[src/rtl/irq_lvl_pkg.sv]
package irq_lvl_pkg;
  localparam int unsigned DEF_LVL_W = 3;
  localparam int unsigned DEF_VEC_W = 8;

  // Eligibility rule: pending, and either the comparison is bypassed or the level beats the threshold.
  function automatic logic lvl_passes(input logic pend, input int unsigned lvl,
                                      input int unsigned thr, input logic cmp_en);
    return pend && (!cmp_en || (lvl > thr));
  endfunction

  // Vector for a source index.
  function automatic int unsigned vector_calc(input int unsigned base, input int unsigned idx);
    return base + idx;
  endfunction

  typedef enum logic [1:0] {
    ACK_NONE  = 2'd0,
    ACK_HOLD  = 2'd1,
    ACK_LOAD  = 2'd2
  } ack_kind_e;
endpackage

[src/rtl/irq_lvl_filter.sv]
module irq_lvl_filter import irq_lvl_pkg::*; #(
  parameter int unsigned NUM_SRC = 8,
  parameter int unsigned LVL_W   = DEF_LVL_W
) (
  input  logic [NUM_SRC-1:0]       pending,
  input  logic [NUM_SRC*LVL_W-1:0] levels,
  input  logic [LVL_W-1:0]         threshold,
  input  logic                     cmp_en,
  output logic [NUM_SRC-1:0]       eligible
);
  for (genvar g = 0; g < NUM_SRC; g++) begin : g_src
    always_comb begin
      eligible[g] = lvl_passes(pending[g], int'(levels[g*LVL_W +: LVL_W]),
                               int'(threshold), cmp_en);
    end
  end
endmodule

[src/rtl/irq_lvl_arbiter.sv]
module irq_lvl_arbiter #(
  parameter int unsigned NUM_SRC = 8,
  parameter int unsigned LVL_W   = 3,
  localparam int unsigned IDX_W  = (NUM_SRC > 1) ? $clog2(NUM_SRC) : 1
) (
  input  logic                     clk,
  input  logic                     rst_n,
  input  logic [NUM_SRC-1:0]       eligible,
  input  logic [NUM_SRC*LVL_W-1:0] levels,
  output logic                     found,
  output logic [IDX_W-1:0]         win_idx,
  output logic [LVL_W-1:0]         win_lvl
);
  // Scan upward. A strictly greater level replaces the current best, so ties keep the lower index.
  always_comb begin
    found   = 1'b0;
    win_idx = '0;
    win_lvl = '0;
    for (int i = 0; i < NUM_SRC; i++) begin
      if (eligible[i] && (!found || (levels[i*LVL_W +: LVL_W] > win_lvl))) begin
        found   = 1'b1;
        win_idx = IDX_W'(i);
        win_lvl = levels[i*LVL_W +: LVL_W];
      end
    end
  end

  // the reported winner is itself eligible and carries the reported level
  assert_winner_eligible_R4: assert property (@(posedge clk) disable iff (!rst_n)
    found |-> (eligible[win_idx] && (levels[win_idx*LVL_W +: LVL_W] == win_lvl)));
endmodule

[src/rtl/irq_lvl_regs.sv]
module irq_lvl_regs #(
  parameter int unsigned LVL_W = 3
) (
  input  logic             clk,
  input  logic             rst_n,
  input  logic             hw_load,
  input  logic [LVL_W-1:0] hw_level,
  input  logic             cur_we,
  input  logic [LVL_W-1:0] cur_wd,
  input  logic             sav_we,
  input  logic [LVL_W-1:0] sav_wd,
  output logic [LVL_W-1:0] cur_q,
  output logic [LVL_W-1:0] sav_q
);
  always_ff @(posedge clk or negedge rst_n) begin
    if (!rst_n) begin
      cur_q <= '0;
      sav_q <= '0;
    end else if (hw_load) begin
      cur_q <= hw_level;
      sav_q <= cur_q;
    end else begin
      if (cur_we) cur_q <= cur_wd;
      if (sav_we) sav_q <= sav_wd;
    end
  end

  // a loading acknowledge moves the old threshold to the saved register
  assert_load_swap_R7: assert property (@(posedge clk) disable iff (!rst_n)
    hw_load |=> (cur_q == $past(hw_level)) && (sav_q == $past(cur_q)));
  // without a load or a write, the current level holds
  assert_cur_hold_R8: assert property (@(posedge clk) disable iff (!rst_n)
    (!hw_load && !cur_we) |=> $stable(cur_q));
  // a software write without a load lands next cycle
  assert_sw_write_R9: assert property (@(posedge clk) disable iff (!rst_n)
    (!hw_load && sav_we) |=> (sav_q == $past(sav_wd)));
endmodule

[src/rtl/irq_level_mask.sv]
module irq_level_mask import irq_lvl_pkg::*; #(
  parameter int unsigned NUM_SRC  = 8,
  parameter int unsigned LVL_W    = DEF_LVL_W,
  parameter int unsigned VEC_W    = DEF_VEC_W,
  parameter int unsigned VEC_BASE = 64,
  parameter int unsigned VEC_SPUR = 24
) (
  input  logic                     clk,
  input  logic                     rst_n,
  input  logic                     auto_mask_en,
  input  logic [NUM_SRC-1:0]       req_pending,
  input  logic [NUM_SRC*LVL_W-1:0] req_levels,
  input  logic                     ack_rd,
  input  logic                     cur_wr_en,
  input  logic [LVL_W-1:0]         cur_wr_data,
  input  logic                     sav_wr_en,
  input  logic [LVL_W-1:0]         sav_wr_data,
  output logic [LVL_W-1:0]         cur_level,
  output logic [LVL_W-1:0]         sav_level,
  output logic                     core_irq,
  output logic [LVL_W-1:0]         irq_level,
  output logic                     ack_valid,
  output logic [VEC_W-1:0]         ack_vector
);
  localparam int unsigned IDX_W = (NUM_SRC > 1) ? $clog2(NUM_SRC) : 1;

  logic [NUM_SRC-1:0] eligible;
  logic               found;
  logic [IDX_W-1:0]   win_idx;
  logic [LVL_W-1:0]   win_lvl;
  ack_kind_e          ack_kind;
  logic               level_load;

  irq_lvl_filter #(.NUM_SRC(NUM_SRC), .LVL_W(LVL_W)) u_filter (
    .pending(req_pending), .levels(req_levels), .threshold(cur_level),
    .cmp_en(auto_mask_en), .eligible(eligible)
  );

  irq_lvl_arbiter #(.NUM_SRC(NUM_SRC), .LVL_W(LVL_W)) u_arb (
    .clk(clk), .rst_n(rst_n), .eligible(eligible), .levels(req_levels),
    .found(found), .win_idx(win_idx), .win_lvl(win_lvl)
  );

  // Classify the acknowledge of this cycle.
  always_comb begin
    if (!ack_rd)                     ack_kind = ACK_NONE;
    else if (found && auto_mask_en)  ack_kind = ACK_LOAD;
    else                             ack_kind = ACK_HOLD;
  end
  assign level_load = (ack_kind == ACK_LOAD);

  irq_lvl_regs #(.LVL_W(LVL_W)) u_regs (
    .clk(clk), .rst_n(rst_n), .hw_load(level_load), .hw_level(win_lvl),
    .cur_we(cur_wr_en), .cur_wd(cur_wr_data), .sav_we(sav_wr_en), .sav_wd(sav_wr_data),
    .cur_q(cur_level), .sav_q(sav_level)
  );

  assign core_irq  = found;
  assign irq_level = win_lvl;

  always_ff @(posedge clk or negedge rst_n) begin
    if (!rst_n) begin
      ack_valid  <= 1'b0;
      ack_vector <= '0;
    end else begin
      ack_valid <= (ack_kind != ACK_NONE);
      if (ack_kind != ACK_NONE) begin
        ack_vector <= found ? VEC_W'(vector_calc(VEC_BASE, int'(win_idx)))
                            : VEC_W'(VEC_SPUR);
      end
    end
  end

  // with masking on, the core never sees a request at or below the threshold
  assert_irq_above_thr_R2: assert property (@(posedge clk) disable iff (!rst_n)
    (auto_mask_en && core_irq) |-> (irq_level > cur_level));
  // the result strobe follows an acknowledge by exactly one cycle
  assert_ack_strobe_R5: assert property (@(posedge clk) disable iff (!rst_n)
    ack_rd |=> ack_valid);
  // an acknowledge with nothing eligible yields the spurious vector
  assert_spurious_R6: assert property (@(posedge clk) disable iff (!rst_n)
    (ack_rd && !core_irq) |=> (ack_vector == VEC_W'(VEC_SPUR)));
  // an acknowledge with masking off changes neither register unless written
  assert_off_no_load_R8: assert property (@(posedge clk) disable iff (!rst_n)
    (ack_rd && !auto_mask_en && !cur_wr_en && !sav_wr_en) |=> ($stable(cur_level) && $stable(sav_level)));
endmodule

[config.mk]
export PLATFORM = sky130hd
export DESIGN_NAME = irq_level_mask
export DESIGN_NICKNAME = d
export VERILOG_FILES = /design/src/rtl/irq_lvl_pkg.sv /design/src/rtl/irq_lvl_filter.sv /design/src/rtl/irq_lvl_arbiter.sv /design/src/rtl/irq_lvl_regs.sv /design/src/rtl/irq_level_mask.sv
export SDC_FILE = /design/constraint.sdc
export NUM_CORES = 1
export LEC_CHECK = 0
export ABC_AREA = 1
export BUFFER_PORTS_ARGS = -buffer_cell sky130_fd_sc_hd__buf_4
export CAP_MARGIN = 15
export CORE_MARGIN = 2
export CORE_UTILIZATION = 48
export DETAILED_ROUTE_END_ITERATION = 6
export MAX_ROUTING_LAYER = met4
export PLACE_DENSITY = 0.8
export SETUP_SLACK_MARGIN = 0.5
export SYNTH_ARGS = -nofsm -noshare
export SYNTH_HDL_FRONTEND = slang
export SYNTH_SLANG_ARGS = --single-unit
[constraint.sdc]
create_clock -name clk -period 7.6 [get_ports clk]
set_input_delay 0 -clock clk [delete_from_list [all_inputs] [get_ports clk]]
set_output_delay 0 -clock clk [all_outputs]
set_load 0.02 [all_outputs]
# Yosys cells after proc, flatten, opt, wreduce, memory -nomap -nowiden
# Cells that the tools add are included.
# classes
addsub	1
order_cmp	15
eq_ne	1
n_mux	30
reduce_logical	42
# ops
operator	n
2-to-1 mux 3 bit	16
> comparator 3 bit	15
logical AND 1 bit	16
logical OR 1 bit	15
2-to-1 mux 1 bit	9
adder 7 x 3 -> 8 bit, first input constant	1
logical NOT 1 bit	8
2-to-1 mux 2 bit	4
2-to-1 mux 8 bit	1
nonzero test 2 bit	3
== test 2 bit, second input constant	1
# word_totals
regBits	15
input_bits	44
out_inout_bits	19

# Logic depth before layout (Yosys ltp)
# Gate-level depths: netlist (run 1).
# depth
word_depth	37
ltp_mapped	67

# Cells and area by module
# A second synthesis (run 1) with hierarchy kept.
# hier_totals
cells_unflattened	344
hier_area_um2	2159.6
# by_module_without_submodules
mod	instances	cells_each	area_per_inst_um2
irq_lvl_arbiter	1	174	959.7
irq_lvl_filter	1	99	638.1
irq_lvl_regs	1	41	306.5
irq_level_mask	1	30	255.2

# Least setup slack after synthesis (run 1)
# Ideal clock, no wire load.
# synth_timing
kind	reg2reg
startpoint	register u_regs.cur_q[2]
endpoint	register u_regs.cur_q[0]
setup_time_ns	0.117
t_arrival_ns	8.028
path_slack_ns	-0.546
stages_incl_launch_ff	67
path_buffers	0
cell_sequence	dfrtp_1 inv_1 ha_1 nand3_1 nand2_1 nand2_2 nand2_4 nand3_1 ha_1 nand2_1 o21ai_0 nand2_1 nand3_1 nand2_1 nand2_1 nand2_1 ha_1 nand2_1 [... 31 more ...] ha_1 a21oi_1 o21ai_0 nand2_1 nand2_1 nand2_1 or2_1 nand2_1 ha_1 nand2_1 o21ai_0 nand2_1 a21oi_2 inv_2 nand3_1 nand3_1 nand2_1 nand2_1
# synth_via
elab_chain_len	37
# synth_lines
element	line_no	rtl
start: declaration	irq_lvl_regs.sv:12	output logic [LVL_W-1:0] cur_q,
start signal: assignment	irq_lvl_regs.sv:20	cur_q <= hw_level;
start signal: assignment	irq_lvl_regs.sv:23	if (cur_we) cur_q <= cur_wd;
> comparator 3 bit	irq_lvl_pkg.sv:8	return pend && (!cmp_en || (lvl > thr));
logical OR 1 bit	irq_lvl_pkg.sv:8	
logical AND 1 bit	irq_lvl_pkg.sv:8	
2-to-1 mux 3 bit or 2-to-1 mux 1 bit (tied branches)	irq_lvl_arbiter.sv:20	if (eligible[i] && (!found || (levels[i*LVL_W +: LVL_W] > win_lvl))) begin
> comparator 3 bit or logical NOT 1 bit (tied branches)	irq_lvl_arbiter.sv:20	
logical OR 1 bit	irq_lvl_arbiter.sv:20	
logical AND 1 bit	irq_lvl_arbiter.sv:20	
2-to-1 mux 3 bit or 2-to-1 mux 1 bit (tied branches)	irq_lvl_arbiter.sv:20	
[... 21 more ...]	--	
logical OR 1 bit	irq_lvl_arbiter.sv:20	
logical AND 1 bit	irq_lvl_arbiter.sv:20	
2-to-1 mux 1 bit	irq_lvl_arbiter.sv:20	
logical AND 1 bit	irq_level_mask.sv:47	else if (found && auto_mask_en) ack_kind = ACK_LOAD;
2-to-1 mux 2 bit	irq_level_mask.sv:47	
2-to-1 mux 2 bit	irq_level_mask.sv:46	if (!ack_rd) ack_kind = ACK_NONE;
== test 2 bit	irq_level_mask.sv:50	assign level_load = (ack_kind == ACK_LOAD);
2-to-1 mux 3 bit or nonzero test 2 bit (tied branches)	--	
# Parallel ways exist; a longest one is shown, timed or not.
# A chain may end at the register's enable or synchronous reset.

# Worst setup path in the final report (run 1)
# layout_timing
startpoint	register u_regs.cur_q[2]
endpoint	output irq_level[1]
# layout_via
elab_chain_len	32
# layout_lines
element	line_no	rtl
> comparator 3 bit	irq_lvl_pkg.sv:8	
logical OR 1 bit	irq_lvl_pkg.sv:8	
logical AND 1 bit	irq_lvl_pkg.sv:8	
2-to-1 mux 3 bit or 2-to-1 mux 1 bit (tied branches)	irq_lvl_arbiter.sv:20	
> comparator 3 bit or logical NOT 1 bit (tied branches)	irq_lvl_arbiter.sv:20	
logical OR 1 bit	irq_lvl_arbiter.sv:20	
logical AND 1 bit	irq_lvl_arbiter.sv:20	
2-to-1 mux 3 bit or 2-to-1 mux 1 bit (tied branches)	irq_lvl_arbiter.sv:20	
[... 16 more ...]	--	
> comparator 3 bit or logical NOT 1 bit (tied branches)	irq_lvl_arbiter.sv:20	
logical OR 1 bit	irq_lvl_arbiter.sv:20	
logical AND 1 bit	irq_lvl_arbiter.sv:20	
2-to-1 mux 3 bit or 2-to-1 mux 1 bit (tied branches)	irq_lvl_arbiter.sv:20	
> comparator 3 bit or logical NOT 1 bit (tied branches)	irq_lvl_arbiter.sv:20	
logical OR 1 bit	irq_lvl_arbiter.sv:20	
logical AND 1 bit	irq_lvl_arbiter.sv:20	
2-to-1 mux 3 bit *	irq_lvl_arbiter.sv:20	
end: declaration	irq_level_mask.sv:21	output logic [LVL_W-1:0] irq_level,
# Every way passes the cells marked *; elsewhere a longest branch is shown, timed or not.

==> flow_summary.ini, run 1 <==
[placement]
place_area_um2 = 3170
hpwl_um = 5120
gp_congestion = 0.904
portBuffers = 60
placedCellCount = 469

[yosys]
ys_top_cells_by_count = 98 x nand2_1, 51 x nand3_1, 45 x ha_1, 30 x inv_1, 14 x a21oi_1
yosysWarnings = 0
netlist_area_um2 = 2150
synth_most_common_cell = nand2_1
synth_cells = 319
async_flop_share_pct = 100
avgSynthCellArea_um2 = 6.73
synth_area_leaders = ha_1 26%, nand2_1 17%, dfrtp_1 14%, nand3_1 12%, inv_1 5.2%
synth-edff-count = 0
yosysTopAreaCellShare_pct = 26.2
synth_seq_cells = 12
seq_area_frac_synth_pct = 14.0
synth_cell_type_count = 30
synthFlopType = dfrtp_1
synth_area_leader_cell = ha_1

[final_layout]
final-seq-area_um2 = 304
diodes = 0
drive_gt1_share_pct = 57.7
nFillCells = 168
layout.cells.non_filler = 511
multi_input_area_um2 = 2260
design_area_um2 = 3890
nNetsFinal = 549
area_growth_pct = 81.2

[timing]
final-setup-viol-count = 9
slew_headroom_pct = 55.9
min_period_ns = 8.64
whs_ns = -0.00195
rsz0062_at_grt = yes
tightestPinTransition_ns = 0.655
fin_ws_ns = -1.04
period_share_pct = 114
hold_viol_final = 1
fmax_mhz = 116
fin_worst_skew_ns = 0.00591
slew_violations = 0

[die]
dieWidth_um = 70.9
die-area_um2 = 5030
core_um2 = 4320
io_pins = 63
die_h_um = 70.9
initial_core_util_pct = 49.7
std_cell_rows = 24

[setup_path]
r2r_start = u_regs.cur_q[2]$_DFFE_PN0P_
cpMostUsedCell = nand2_2
end_kind = output port
critPathMaxFanout = 7
worstSetupEndpoint = irq_level[1]
timing.rr.end = u_regs.cur_q[2]$_DFFE_PN0P_
critical_path_required_ns = 7.60
cpPeakStageDelay_ns = 0.39
cp.arrival_ns = 8.64
cp-startpoint = u_regs.cur_q[2]$_DFFE_PN0P_
reg2reg_slack_ns = -1.01
critPathKind = reg -> out
start_kind = flip-flop
slowest_stage = dfrtp_2
ff2ff_path_depth = 62

[global_route]
grt_first_pass_wirelength_um = 12800
grtUsageTotal_pct = 32.7
antenna_found_initial = 0
grt_pass1_vias = 2865
gr-total-overflow = 0
grt_start_max_net_pins = 13

[run_status]
status = complete, but fails checks
violations = negative hold slack, negative setup slack

[clock_network]
cts_made_buffers = 3
clock_latency_ns = 0.26
clockBufferDepth = 2
clockRootBuffer = clkbuf_8
h-tree-depth = 1
cts_tree = yes
clkSlewWorstSetupHoldPaths_ns = 0.06
cts_sinks = 12

[routing]
via_per_inst = 5.92
first_pass_iters = 7
drtIter0Drc = 279
wl_um = 9370
routedWlPerCell_um = 18.3
ant_nets = 0
drc_errors = 0
via_count = 3023

[pwr]
irDropWorstVdd_mv = 0.190
swShare_pct = 48.9
seqPwrFrac_pct = 7.0
internal_power_mw = 0.691
leakage_nw = 2.03
p_per_area_nw_per_um2 = 347
power_frac_clock_pct = 4.8
p_sw_mw = 0.661
pwr-share-comb_pct = 88.2

[min_path]
min_from = sav_wr_data[2]
hold_class = in -> reg

[run]
drv_cap = 0
-- sequential cells by signal, indices dropped and copies added, names as in the netlist --
| register | count |
|---|---|
| ack_valid | 1 |
| u_regs.sav_q | 3 |
| u_regs.cur_q | 3 |
| ack_vector | 5 |
-- routing by layer --
metal	GRT usage [%]	vias up	wire, um
met5	-	-	0
met4	17.0	0	393
met3	4.84	56	894
met2	57.3	226	4670
met1	35.6	1382	3420
li1	-	1359	-
-- power by group through the flow --
stage	clock, mW	combinational [mW]	sequential, mW
finish	0.0646	1.19	0.0946
global route	0.0669	1.25	0.0958
CTS	0.0609	0.968	0.0928
detailed placement	0	0.770	0.0936
global placement	0	0.739	0.0927
floorplan	0	0.468	0.114
-- area by class of cell --
| class | instances | share of cell area, % |
|---|---|---|
| multi-input combinational | 270 | 58.0 |
| timing repair buffer | 141 | 28.1 |
| sequential | 12 | 7.81 |
| inverter | 32 | 3.21 |
| tap | 52 | 1.67 |
| clock buffer | 4 | 1.16 |
-- per-stage QoR --
| stage | worst slack, ns | util, % | setup TNS (ns) | power, mW |
|---|---|---|---|---|
| after CTS | -0.366 | 84.3 | -2.63 | 1.12 |
| after global routing | -1.38 | 90.0 | -11.89 | 1.42 |
| final | -1.04 | 90.0 | -8.79 | 1.35 |
| after detailed placement | -0.493 | 73.2 | -3.77 | 0.863 |
| after floorplan | 0.0967 | - | 0 | 0.582 |
| after global placement | -0.261 | 73.2 | -1.86 | 0.832 |
-- what timing repair did --
item                                   CTS  global route
endpoints found under the hold margin   14             0
setup buffers                           26             9
resized for setup                       44            42
pin swaps                               30            63
setup endpoints to repair                9             9
hold buffers                             3             0
-- kinds of logic after synthesis --
group | synth area share, %
AO/OA/AOI/OAI | 12.8
other | 0.175
AND/OR/NAND/NOR | 39.1
buffers and inverters | 7.69
adder cells (fa/ha/maj) | 26.2
flip-flops | 14.0
-- critical path, delay by kind of cell, from the launching register on --
family | cells | cell delay (ns)
adder cells (fa/ha/maj) | 7 | 1.90
buffers and inverters | 6 | 0.76
AND/OR/NAND/NOR | 35 | 3.75
flip-flops | 1 | 0.39
AO/OA/AOI/OAI | 12 | 1.54
-- cell usage in the layout, fill, tap and decap left out, types with 3 or more instances in the layout --
master         netlist  routed
a21oi_1             14       6
nand3_1             51      27
o21a_1               3       3
ha_1                45      31
nand2_4              3      14
inv_1               30      26
dfrtp_2              0       3
clkbuf_8             0       3
inv_2                2       4
o21ai_1              5       7
nor2_2               3       3
o211ai_2             3       3
nand3b_1             3       3
and2_4               0       4
ha_4                 0      14
nand2_1             98      62
dlygate4sd3_1        0       3
nand2_2              5      30
buf_4                4     130
dfrtp_1             12       9
a21oi_2              4      11
o21ai_2              0       6
nand3_2              0      18
and2_1               7       3
buf_6                1       8
or2_4                1       3
o21ai_0             11       3
nand3_4              0       6
-- how the worst min path moves through the flow --
stage | end | slack [ns] | depth (start not counted)
floorplan | ack_valid$_DFF_PN0_ | -0.30 | 0
finish | u_regs.sav_q[2]$_DFFE_PN0P_ | -0.002 | 3
global route | u_regs.sav_q[2]$_DFFE_PN0P_ | 0.008 | 3
CTS | u_regs.sav_q[2]$_DFFE_PN0P_ | 0.01 | 3
global placement | ack_vector[1]$_DFFE_PN0P_ | -0.16 | 1
detailed placement | u_regs.sav_q[0]$_DFFE_PN0P_ | -0.16 | 1
Power figures use the tool's default switching activity.
==> run 2, diff against run 1 <==
--- a/config.mk
+++ b/config.mk
@@ -7,7 +7,7 @@
 export LEC_CHECK = 0
 export ABC_AREA = 1
 export BUFFER_PORTS_ARGS = -buffer_cell sky130_fd_sc_hd__buf_4
-export CAP_MARGIN = 15
+export CAP_MARGIN = 10
 export CORE_MARGIN = 2
 export CORE_UTILIZATION = 48
 export DETAILED_ROUTE_END_ITERATION = 6
==> constraint.sdc (replaced) <==
create_clock -name clk -period 7.6 [get_ports clk]
set_input_delay 0.38 -clock clk [delete_from_list [all_inputs] [get_ports clk]]
set_output_delay 0.38 -clock clk [all_outputs]
set_load 0.02 [all_outputs]
==> flow_summary.ini, run 2 <==
[run_status]
status = did not finish
failed_stage = 5_1_grt
error_line = [ERROR DPL-0033] detailed placement checks failed during check placement.

[yosys]
synth_area_leaders = ha_1 26%, nand2_1 17%, dfrtp_1 14%, nand3_1 12%, inv_1 5.2%
yosysWarnings = 0
synth_cells = 319
synth_cell_type_count = 30
synth_most_common_cell = nand2_1
netlist_area_um2 = 2150
synth_seq_cells = 12
synth-edff-count = 0
seq_area_frac_synth_pct = 14.0
ys_top_cells_by_count = 98 x nand2_1, 51 x nand3_1, 45 x ha_1, 30 x inv_1, 14 x a21oi_1
async_flop_share_pct = 100
yosysTopAreaCellShare_pct = 26.2
avgSynthCellArea_um2 = 6.73
synth_area_leader_cell = ha_1
synthFlopType = dfrtp_1

[clock_network]
clockRootBuffer = clkbuf_8
h-tree-depth = 1
clockBufferDepth = 2
cts_made_buffers = 3
cts_sinks = 12

[placement]
portBuffers = 60
gp_congestion = 0.928
placedCellCount = 481
hpwl_um = 5410

[timing]
worst_endpoint = irq_level[0]
worstEndpointType = primary output

[die]
dieWidth_um = 70.9
initial_core_util_pct = 49.7
die_h_um = 70.9
std_cell_rows = 24
io_pins = 63

[global_route]
grt_start_max_net_pins = 13
antenna_found_initial = 0
[run 2: cell counts after synthesis]
No cell type changed its count.
[run 2: cell families after synthesis]
logic type	count (synthesis)	synth area share [%]
simple gates	179	39.1
fa+ha+maj	45	26.2
compound gates	44	12.8
buf+inv	38	7.69
flops	12	14.0
other cells	1	0.175
[run 2: stage by stage]
stage	TNS (ns)	setup slack (ns)	hold slack, ns	area [um2]
after floorplan	-0.243	-0.0809	0.0844	2380
after global placement	-2.51	-0.426	0.221	3270
after detailed placement	-5.41	-0.746	0.223	3270
after CTS	-4.00	-0.686	0.302	3830
[run 2: what timing repair did]
| item | 4_1_cts |
|---|---|
| hold buffers | 1 |
| cloned | 0 |
| pin swaps | 30 |
| gates resized for setup | 51 |
| endpoints found under the hold margin | 12 |
| setup buffers | 34 |
| setup endpoints to repair | 9 |
==> run 3, diff against run 2 <==
--- a/config.mk
+++ b/config.mk
@@ -9,11 +9,9 @@
 export BUFFER_PORTS_ARGS = -buffer_cell sky130_fd_sc_hd__buf_4
 export CAP_MARGIN = 10
 export CORE_MARGIN = 2
-export CORE_UTILIZATION = 48
+export CORE_UTILIZATION = 40
 export DETAILED_ROUTE_END_ITERATION = 6
-export MAX_ROUTING_LAYER = met4
-export PLACE_DENSITY = 0.8
-export SETUP_SLACK_MARGIN = 0.5
+export PLACE_DENSITY_LB_ADDON = 0.15
 export SYNTH_ARGS = -nofsm -noshare
 export SYNTH_HDL_FRONTEND = slang
 export SYNTH_SLANG_ARGS = --single-unit
==> constraint.sdc (replaced) <==
create_clock -name clk -period 9.9 [get_ports clk]
set_input_delay 0.495 -clock clk [delete_from_list [all_inputs] [get_ports clk]]
set_output_delay 0.495 -clock clk [all_outputs]
set_load 0.02 [all_outputs]
==> flow_summary.ini, run 3 (same netlist as run 1, synthesis figures left out) <==
[run_status]
status = completed

[setup_path]
crit_family = simple AND/OR/NAND/NOR gates
cpMostUsedCell = nand2_1
timing.rr.end = ack_vector[2]$_DFFE_PN0P_
slowest_stage = dfrtp_1
cp.arrival_ns = 8.66
critPathKind = reg -> out
path_buf_inv = 3
end_kind = output port
crit_cells = 64
reg2reg_slack_ns = 1.33
critPathMaxFanout = 7
cpPeakStageDelay_ns = 0.37
r2r_start = u_regs.cur_q[2]$_DFFE_PN0P_
critical_path_required_ns = 9.41
start_kind = flip-flop
ff2ff_path_depth = 64

[pwr]
p_per_area_nw_per_um2 = 215
pwr-share-comb_pct = 82.1
swShare_pct = 51.3
p_sw_mw = 0.320
power_frac_clock_pct = 6.8
irDropWorstVdd_mv = 0.109
leakage_nw = 1.60
total_power_mw = 0.624
internal_power_mw = 0.304
seqPwrFrac_pct = 11.1

[die]
initial_core_util_pct = 41.8
std_cell_rows = 26
die_h_um = 77.3
dieWidth_um = 77.3
io_pins = 63
core_um2 = 5140
die-area_um2 = 5970

[placement]
placedCellCount = 447
hpwl_um = 4510
portBuffers = 60
gp_congestion = 0.877

[routing]
via_count = 2249
first_pass_iters = 4
routedWlPerCell_um = 12.2
via_per_inst = 4.92
drtIter0Drc = 73
wl_um = 5590
ant_nets = 0
drc_errors = 0

[timing]
fin_worst_skew_ns = 0.00152
final-setup-viol-count = 0
fmax_mhz = 109
hold_viol_final = 0
slew_headroom_pct = 58.5
period_share_pct = 92.5
whs_ns = 0.0886
tns_ns = 0
tightestPinTransition_ns = 0.617
min_period_ns = 9.15
slew_violations = 0

[clock_network]
cts_made_buffers = 3
clock_latency_ns = 0.23
cts_tree = yes
clkSlewWorstSetupHoldPaths_ns = 0.05
hold_buffers = 0
cts_sinks = 12
clockBufferDepth = 2
h-tree-depth = 1
clockRootBuffer = clkbuf_8

[global_route]
gr-total-overflow = 0
grt_first_pass_wirelength_um = 9240
antenna_found_initial = 0
grt_start_max_net_pins = 13
grt_pass1_vias = 2096
grtUsageTotal_pct = 18.6

[run]
drv_cap = 0

[final_layout]
largest_reg_flops = 5
top_regs = ack_vector (5), u_regs.cur_q (3), u_regs.sav_q (3)
diodes = 0
layout_commonest_cell = nand2_1
final_util_pct = 56.5
max_flop_register = ack_vector
layout.cells.non_filler = 457
drive_gt1_share_pct = 30.5
nNetsFinal = 478
final_cell_mix = 92 x nand2_1, 70 x buf_4, 45 x nand3_1
area_growth_pct = 35.1

[min_path]
hold_class = in -> async
## run 3: what timing repair did
item,in CTS,in global routing
endpoints found under the setup margin,0,9
hold endpoints to repair,0,0
buffers inserted,0,7
gates resized for setup,0,28
## run 3: power by group through the flow
| stage | clock (mW) | sequential (mW) | combinational, mW |
|---|---|---|---|
| after global routing | 0.0457 | 0.0713 | 0.580 |
| after floorplan | 0 | 0.0861 | 0.303 |
| after CTS | 0.0427 | 0.0700 | 0.453 |
| after detailed placement | 0 | 0.0707 | 0.451 |
| after global placement | 0 | 0.0707 | 0.446 |
| final | 0.0423 | 0.0695 | 0.512 |
## run 3: worst max-delay path by stage
| stage | startpoint | to | slack [ns] |
|---|---|---|---|
| floorplan | u_regs.cur_q[2]$_DFFE_PN0P_ | irq_level[0] | 1.39 |
| global placement | req_levels[2] | irq_level[1] | 0.71 |
| detailed placement | req_levels[2] | irq_level[0] | 0.47 |
| CTS | u_regs.cur_q[2]$_DFFE_PN0P_ | irq_level[1] | 0.35 |
| global route | u_regs.cur_q[1]$_DFFE_PN0P_ | irq_level[1] | -0.11 |
| finish | u_regs.cur_q[2]$_DFFE_PN0P_ | irq_level[0] | 0.75 |
## run 3: cell type report
type	count	area, um2
Clock buffer	3	41.3
Fill cell	528	2240
Inverter	32	120
Multi-Input combinational cell	270	1830
Sequential cell	12	300
Tap cell	70	87.6
Timing Repair Buffer	70	526
## run 3: per-layer routing
| metal | part of all wire, % | track usage (%) |
|---|---|---|
| met1 | 49 | 26.7 |
| met2 | 45 | 29.9 |
| met3 | 4.4 | 2.24 |
| met4 | 0.72 | 3.57 |
| met5 | 0 | 0 |
## run 3: per-stage QoR
step	worst slack [ns]	instance area, um2
6_report	0.747	2900
2_1_floorplan	1.39	2150
3_3_place_gp	0.706	2670
3_5_place_dp	0.471	2670
4_1_cts	0.347	2710
5_1_grt	-0.112	2900
